**src/rtl/npc_pkg.sv**
```systemverilog
// Package npc_pkg
// Shared constants and types for the next-PC unit: instruction field
// widths, the opcodes that alter flow, and the flow-selection type.
// Assumes a fixed 32-bit instruction word with the opcode in the top six bits.
package npc_pkg;

    localparam int XLEN        = 32;
    localparam int OPC_W       = 6;
    localparam int IMM_W       = 16;
    localparam int JADDR_W     = 26;
    localparam int INSTR_BYTES = 4;

    localparam logic [OPC_W-1:0] OPC_JUMP = 6'd2;
    localparam logic [OPC_W-1:0] OPC_BEQ  = 6'd4;
    localparam logic [OPC_W-1:0] OPC_BNE  = 6'd5;

    typedef enum logic [1:0] {
        FLOW_SEQ    = 2'd0,
        FLOW_BRANCH = 2'd1,
        FLOW_JUMP   = 2'd2
    } flow_e;

endpackage

```
**src/rtl/npc_incr.sv**
```systemverilog
// Module npc_incr
// Adds a fixed step to an address. It is used for the sequential PC+4.
// Assumes modulo-2^W arithmetic; any carry out of the top bit is dropped.
module npc_incr #(
    parameter int W    = 32,
    parameter int STEP = 4
) (
    input  logic [W-1:0] addr_in,
    output logic [W-1:0] addr_out
);

    localparam logic [W-1:0] STEP_V = W'(STEP);

    // Wrapping increment by the instruction size.
    always_comb begin
        addr_out = addr_in + STEP_V;
    end

endmodule

```
**src/rtl/npc_br_target.sv**
```systemverilog
// Module npc_br_target
// Computes the PC-relative branch destination. The word offset gets two zero
// bits appended, is sign-extended to W bits and is added to the already
// incremented PC.
// Assumes W > IMM_W + 2; the sum wraps modulo 2^W.
module npc_br_target #(
    parameter int W     = 32,
    parameter int IMM_W = 16
) (
    input  logic [W-1:0]     base,
    input  logic [IMM_W-1:0] word_off,
    output logic [W-1:0]     target
);

    localparam int BYTE_OFF_W = IMM_W + 2;
    localparam int EXT_W      = W - BYTE_OFF_W;

    logic [BYTE_OFF_W-1:0] byte_off;
    logic [W-1:0]          off_ext;

    // Convert the word offset into a byte offset.
    always_comb begin
        byte_off = {word_off, 2'b00};
    end

    // Replicate the sign bit into the upper bits.
    always_comb begin
        off_ext = {{EXT_W{byte_off[BYTE_OFF_W-1]}}, byte_off};
    end

    // Add the offset to the incremented PC.
    always_comb begin
        target = base + off_ext;
    end

endmodule

```
**src/rtl/npc_jmp_target.sv**
```systemverilog
// Module npc_jmp_target
// Builds the absolute jump destination inside the current region. The region
// bits come from the incremented PC, the middle bits from the jump's address
// field, and two zero bits go at the bottom.
// Assumes W > JADDR_W + 2.
module npc_jmp_target #(
    parameter int W       = 32,
    parameter int JADDR_W = 26
) (
    input  logic [W-1:0]       base,
    input  logic [JADDR_W-1:0] jaddr,
    output logic [W-1:0]       target
);

    localparam int REGION_W = W - JADDR_W - 2;

    logic [REGION_W-1:0] region;

    // Take the region bits from the incremented PC.
    always_comb begin
        region = base[W-1 -: REGION_W];
    end

    // Concatenate region, word address and byte alignment.
    always_comb begin
        target = {region, jaddr, 2'b00};
    end

endmodule

```
**src/rtl/npc_flow_ctl.sv**
```systemverilog
// Module npc_flow_ctl
// Decodes the opcode and compares the operands to decide which candidate
// address is used. It also raises the taken flag.
// Assumes only the two compare branches and the jump change flow; every other
// opcode continues sequentially.
module npc_flow_ctl
    import npc_pkg::*;
#(
    parameter int W = 32
) (
    input  logic [OPC_W-1:0] opcode,
    input  logic [W-1:0]     op_a,
    input  logic [W-1:0]     op_b,
    output flow_e            sel,
    output logic             taken
);

    logic same;

    // Operand equality used by both compare branches.
    always_comb begin
        same = (op_a == op_b);
    end

    // Opcode decode into a flow choice.
    always_comb begin
        sel = FLOW_SEQ;
        case (opcode)
            OPC_BEQ:  sel = same  ? FLOW_BRANCH : FLOW_SEQ;
            OPC_BNE:  sel = !same ? FLOW_BRANCH : FLOW_SEQ;
            OPC_JUMP: sel = FLOW_JUMP;
            default:  sel = FLOW_SEQ;
        endcase
    end

    // Flag any departure from the sequential path.
    always_comb begin
        taken = (sel != FLOW_SEQ);
    end

endmodule

```
**src/rtl/npc_unit.sv**
```systemverilog
// Module npc_unit
// Top of the next-PC unit. It holds the PC register, forms the sequential,
// branch and jump candidates, and selects the next PC. The next PC is loaded
// on every rising edge.
// Assumes a synchronous active-low reset and a word-aligned RESET_VEC.
module npc_unit
    import npc_pkg::*;
#(
    parameter logic [31:0] RESET_VEC = 32'h0040_0000
) (
    input  logic        clk,
    input  logic        rst_n,
    input  logic [31:0] instr,
    input  logic [31:0] rs_val,
    input  logic [31:0] rt_val,
    output logic [31:0] pc,
    output logic [31:0] seq_addr,
    output logic [31:0] br_target,
    output logic [31:0] jmp_target,
    output logic [31:0] next_pc,
    output logic        taken
);

    logic [OPC_W-1:0]   opcode;
    logic [IMM_W-1:0]   word_off;
    logic [JADDR_W-1:0] jaddr;
    flow_e              sel;
    logic               ctl_taken;

    // Split the instruction word into its fields.
    always_comb begin
        opcode   = instr[XLEN-1 -: OPC_W];
        word_off = instr[IMM_W-1:0];
        jaddr    = instr[JADDR_W-1:0];
    end

    npc_incr #(
        .W    (XLEN),
        .STEP (INSTR_BYTES)
    ) u_incr (
        .addr_in  (pc),
        .addr_out (seq_addr)
    );

    npc_br_target #(
        .W     (XLEN),
        .IMM_W (IMM_W)
    ) u_br (
        .base     (seq_addr),
        .word_off (word_off),
        .target   (br_target)
    );

    npc_jmp_target #(
        .W       (XLEN),
        .JADDR_W (JADDR_W)
    ) u_jmp (
        .base   (seq_addr),
        .jaddr  (jaddr),
        .target (jmp_target)
    );

    npc_flow_ctl #(
        .W (XLEN)
    ) u_ctl (
        .opcode (opcode),
        .op_a   (rs_val),
        .op_b   (rt_val),
        .sel    (sel),
        .taken  (ctl_taken)
    );

    // Pick the candidate named by the flow decision.
    always_comb begin
        case (sel)
            FLOW_BRANCH: next_pc = br_target;
            FLOW_JUMP:   next_pc = jmp_target;
            default:     next_pc = seq_addr;
        endcase
        taken = ctl_taken;
    end

    // PC register with synchronous active-low reset.
    always_ff @(posedge clk) begin
        if (!rst_n) begin
            pc <= RESET_VEC;
        end else begin
            pc <= next_pc;
        end
    end

endmodule

```
**config.mk**
```make
export PLATFORM = sky130hd
export DESIGN_NAME = npc_unit
export DESIGN_NICKNAME = d
export VERILOG_FILES = /design/src/rtl/npc_pkg.sv /design/src/rtl/npc_incr.sv /design/src/rtl/npc_br_target.sv /design/src/rtl/npc_jmp_target.sv /design/src/rtl/npc_flow_ctl.sv /design/src/rtl/npc_unit.sv
export SDC_FILE = /design/constraint.sdc
export NUM_CORES = 1
export LEC_CHECK = 0
export ABC_AREA = 0
export BUFFER_PORTS_ARGS = -buffer_cell sky130_fd_sc_hd__buf_2
export CAP_MARGIN = 20
export CORE_ASPECT_RATIO = 0.9
export CORE_MARGIN = 3
export CORE_UTILIZATION = 35
export DETAILED_ROUTE_END_ITERATION = 7
export PLACE_DENSITY = 0.76
export SLEW_MARGIN = 20
export SYNTH_ARGS = -nofsm -noshare
export SYNTH_HDL_FRONTEND = slang
export SYNTH_SLANG_ARGS = --single-unit
```
**constraint.sdc**
```tcl
create_clock -name clk -period 8 [get_ports clk]
set_clock_uncertainty 0.2 [all_clocks]
set_input_delay 2.4 -clock clk [delete_from_list [all_inputs] [get_ports clk]]
set_output_delay 2.4 -clock clk [all_outputs]
set_load 0.005 [all_outputs]
```
# Yosys cells after proc, flatten, opt, wreduce, memory -nomap -nowiden
# Cells that the tools add are included.
dict set report totals {
  output_inout_bits 161
  mem_count 0
  ff_bits 32
  input_bits 98
  ramBits 0
  latch_bits 0
  mem_bits_ro 0
  word_cells 14
}
dict set report classes {
  order_cmp 0
  bitwise_logic 0
  reduce_logical 1
  n_addsub 2
  muxes 4
  shifts 0
  mul 0
  n_div 0
  n_eq_ne 6
}
# cell count
set op_table {}
lappend op_table {{one-hot mux 32 bit (2 select lines)} 1}
lappend op_table {{adder 32 x 3 -> 32 bit (second input constant)} 1}
lappend op_table {{adder 32 bit} 1}
lappend op_table {{== test 32 bit} 1}
lappend op_table {{== test 6 x 3 -> 1 bit (second input constant)} 2}
lappend op_table {{== test 6 x 2 -> 1 bit (second input constant)} 1}
lappend op_table {{one-hot mux 2 bit (3 select lines)} 1}
lappend op_table {{== test 2 x 1 -> 1 bit (second input constant)} 1}
lappend op_table {{== test 2 bit (second input constant)} 1}
lappend op_table {{two-way mux 1 bit} 2}
lappend op_table {{nonzero test 2 bit} 1}

# Depth between registers and ports, before layout
dict set report depth {
  depth_word 5
  ltp_mapped 19
  mapped_depth_nobuf 16
}

# Hierarchy
# Synthesis repeated with hierarchy kept, for this count alone.
dict set report hier_totals {
  cells_unflattened 583
  area_unflattened_um2 4944.7
}
# mod cells_per_inst area_per_inst_um2 n_inst seq_area_each_um2
set modules_own_cells {}
lappend modules_own_cells {npc_unit 180 1966.9 1 640.6}
lappend modules_own_cells {npc_br_target 237 1764.2 1 0.0}
lappend modules_own_cells {npc_incr 83 580.6 1 0.0}
lappend modules_own_cells {npc_flow_ctl 50 389.1 1 0.0}
lappend modules_own_cells {npc_jmp_target 33 244.0 1 0.0}

# Worst setup path before layout
# OpenSTA, ideal clock, no wires.
dict set report synth_timing {
  path_kind {input-to-output}
  startpoint {in rt_val[10]}
  endpoint {out next_pc[19]}
  path_buffers 2
  required_time_ps 5400
  t_arrival_ps 5010
  path_slack_ps 390
  stages 11
  cell_sequence {xor2_1 > nor4_1 > nand4_1 > nor2_1 > xnor2_1 > or4b_2 > ha_1 > clkbuf_1 > buf_1 > o21ai_0 > a31oi_1}
}
dict set report synth_via {
  elab_chain_cells 5
  word_cells_on_any_way 7
  cone_classes {eq/ne: 3; mux: 4}
}
# element line
set synth_lines {}
lappend synth_lines {{start: declaration} npc_unit.sv:15} ;# input logic [31:0] rt_val,
lappend synth_lines {{== test 32 bit (*)} npc_flow_ctl.sv:22} ;# same = (op_a == op_b);
lappend synth_lines {{two-way mux 1 bit (on tied branches)} {npc_flow_ctl.sv:30, npc_flow_ctl.sv:29}}
lappend synth_lines {{one-hot mux 2 bit (3 select lines) (*)} npc_flow_ctl.sv:28} ;# case (opcode)
lappend synth_lines {{== test 2 bit or == test 2 x 1 -> 1 bit (tied branches)} npc_unit.sv:75} ;# case (sel)
lappend synth_lines {{one-hot mux 32 bit (2 select lines) (*)} npc_unit.sv:75}
lappend synth_lines {{end: declaration} npc_unit.sv:20} ;# output logic [31:0] next_pc,
# Every way passes the cells marked *; elsewhere a longest branch is shown, timed or not.

# Worst setup path after layout
dict set report layout_timing {
  startpoint {in rt_val[25]}
  endpoint {out next_pc[31]}
}
# Same word-level chain as after synthesis.

==> impl_metrics.py <==
metrics = {
    "outcome": {
        "status": "complete, no violations",
    },
    "worst_setup_path": {
        "r2r_cells": 16,
        "worstPathMaxFanout": 28,
        "critPathKind": "in -> out",
        "r2r_slack_ns": 3.59,
        "crit_chain": "buf_2, xor2_1, nor4_1, nand4_1, nor2_1, xnor2_1, or4b_2, ha_1, buf_12, nor2_1, nor2_1, or2_1, buf_2",
        "cp_slowest_stage_delay_ns": 0.71,
        "startpoint_type": "primary input",
        "crit_arrival_ns": 5.19,
        "crit_path_frequent_cell": "nor2_1",
        "cp_data_required_time_ns": 5.40,
        "r2r_end": "pc[30]",
        "cp-end-kind": "output port",
        "r2r-start": "pc[4]",
        "cp_slowest_cell": "or4b_2",
    },
    "layout": {
        "layout_commonest_cell": "buf_2",
        "largest_register": "pc",
        "reg_top3": "pc: 32 flops",
        "drive_gt1_frac": 0.375,
        "n_antenna_cell": 0,
        "area_growth_pct": 30.1,
        "layout.nets": 926,
        "design_area_um2": 5740,
        "layout_common_cells": "256 x buf_2, 46 x xor2_1, 45 x nor2_1, 42 x xnor2_1, 41 x nand2_1",
        "largest_register_ffs": 32,
    },
    "power_and_ir_drop": {
        "p_per_area_nw_per_um2": 100,
        "internal_power_w": 0.000389,
        "pwr-share-clk": 0.343,
        "pwr-share-seq": 0.294,
        "pwr-share-comb": 0.363,
        "p_leak_nw": 3.11,
        "vdd_drop_max_mv": 0.0635,
        "switching_share": 0.325,
        "p_sw_w": 0.000187,
    },
    "clocking": {
        "cts.sinks": 32,
        "holdBufCountCts": 0,
        "clock_latency_ns": 0.27,
        "cts.clk_slew.worst_paths_ns": 0.05,
        "cts_buffers": 5,
        "cts_max_path_buffers": 2,
        "root_buffer": "clkbuf_16",
        "post_cts_buffers": 0,
        "cts.htree.levels": 2,
        "ctsResizeCount": 0,
        "tritoncts": "built",
    },
    "logic_synthesis": {
        "synth_fa_ha_area_frac": 0.118,
        "yosysSeqAreaShare": 0.145,
        "yosysTopAreaCellShare": 0.145,
        "yosysWarnings": 0,
        "synth_seq_cells": 32,
        "yosysTopAreaCell": "dfxtp_1",
        "avgSynthCellArea_um2": 7.68,
        "synthMuxAreaShare": 0.00227,
        "synthFlopType": "dfxtp_1",
        "synth_cell_types": 61,
        "synthSimpleGateAreaFrac": 0.219,
        "synth_top_family_by_area": "compound AO/OA/AOI/OAI gates",
        "synthCells": 575,
        "synthTopCellsByArea": "dfxtp_1 15%, ha_1 11%, xor2_1 9.1%",
        "async_flop_share": 0,
        "syn_area_um2": 4420,
        "synth_xor_area_frac": 0.182,
        "synth_compound_area_frac": 0.220,
        "synth_edf_count": 0,
    },
    "sta": {
        "setup_violations": 0,
        "rsz0062_at_grt": "no",
        "tightest_slew_ns": 0.582,
        "maxSlewHeadroom": 0.609,
        "slew_viol_final": 0,
        "timing.final.crit_share": 0.974,
        "tns_ns": 0,
        "timing_hold_violations_final": 0,
        "min_period_ns": 7.79,
        "clock.fmax_ghz": 0.128,
    },
    "placement": {
        "globalplace.congestion": 0.924,
        "hpwl_um": 13500,
        "placed_area_um2": 5570,
        "port_buffers": 256,
    },
    "min_path": {
        "min_path_cells": 1,
        "worstHoldPathType": "reg -> reg",
        "hold_path_end": "pc[1]",
        "holdCritStartpoint": "pc[1]",
    },
    "drt": {
        "routed_wl_um": 15900,
        "drc": 0,
        "wl_per_cell_um": 16.8,
        "via_count": 5011,
        "drt_pass1_iterations": 5,
        "vias_per_cell": 5.29,
        "ant_nets": 0,
        "first_iter_violations": 390,
    },
    "grt": {
        "antenna_found_initial": 1,
        "grt_overflow": 0,
        "grt_pass1_vias": 4709,
        "grt_max_degree": 42,
        "track_usage": 0.213,
        "grt_first_pass_wirelength_um": 24500,
    },
    "die": {
        "die_y_um": 113,
        "io_pins": 259,
        "rows": 38,
        "core_area_um2": 12200,
        "initial_core_util": 0.363,
        "die_w_um": 124,
        "die_area_um2": 14000,
    },
    "run": {
        "max_cap_viol_count": 0,
    },
}
==> kinds of logic after synthesis <==
kind of cell / after synthesis
simple gates: 189
flops: 32
mux: 1
fa+ha+maj: 41
xor+xnor: 90
compound gates: 138
other cells: 1
buf+inv: 83
==> power by group through the flow <==
stage                     Sequential [W]  Clock (W)  Combinational [W]
after floorplan                 0.000172          0           0.000120
after global placement          0.000172          0           0.000207
after detailed placement        0.000173          0           0.000209
after CTS                       0.000169   0.000201           0.000210
after global routing            0.000170   0.000208           0.000231
final                           0.000169   0.000198           0.000209
==> critical path: cells and delay by family <==
kind	cells	cell delay, ns
simple gates	7	1.90
xor+xnor	2	0.22
fa+ha+maj	1	0.27
buf+inv	3	0.40
==> stage by stage <==
step	total power, W	setup WS (ns)	hold slack (ns)	utilization	cells
final	0.000576	0.207	0.320	0.472	947
after global routing	0.000609	0.0316	0.361	0.472	947
after CTS	0.000580	0.0767	0.323	0.470	947
after detailed placement	0.000382	0.0930	0.316	0.458	940
after global placement	0.000380	0.105	0.298	0.458	940
after floorplan	0.000292	0.390	0.311	-	576
==> worst max path at each step <==
stage          startpoint     endpoint  slack, ns  cells past startpoint
4_1_cts        rt_val[27]  next_pc[28]       0.08                     13
3_5_place_dp   rt_val[27]  next_pc[28]       0.09                     13
5_1_grt        rt_val[11]  next_pc[31]       0.03                     13
3_3_place_gp   rt_val[11]  next_pc[28]       0.10                     13
2_1_floorplan  rt_val[10]  next_pc[19]       0.39                     11
6_report       rt_val[25]  next_pc[31]       0.21                     13
==> metal layers <==
metal,wire [um],global-route usage,share of wire,up-vias
met5,13,0,0.00082,-
met4,438,0.0774,0.027,2
met3,1290,0.0290,0.081,30
met2,7790,0.382,0.49,276
met1,6420,0.260,0.40,2267
li1,-,-,-,2436
==> cell usage after synthesis, drive strengths merged, types with 5 or more instances <==
| library cell | number |
|---|---|
| and3 | 16 |
| o22ai | 5 |
| and4 | 5 |
| a221o | 5 |
| a21o | 20 |
| nand3 | 20 |
| ha | 40 |
| xor2 | 48 |
| o21ai | 19 |
| nand2 | 42 |
| nand4 | 15 |
| a21oi | 37 |
| and2 | 26 |
| xnor2 | 42 |
| dfxtp | 32 |
| buf | 46 |
| nor4 | 8 |
| inv | 23 |
| clkbuf | 13 |
| a221oi | 15 |
| a31oi | 7 |
| nor2 | 45 |
==> cell type report <==
class	instances	area, um2
Inverter	23	86.3
Fill cell	1240	6430
Clock buffer	7	153
Multi-Input combinational cell	461	3300
Sequential cell	32	641
Tap cell	160	200
Timing Repair Buffer	264	1370
(Power assumes the default switching activity.)
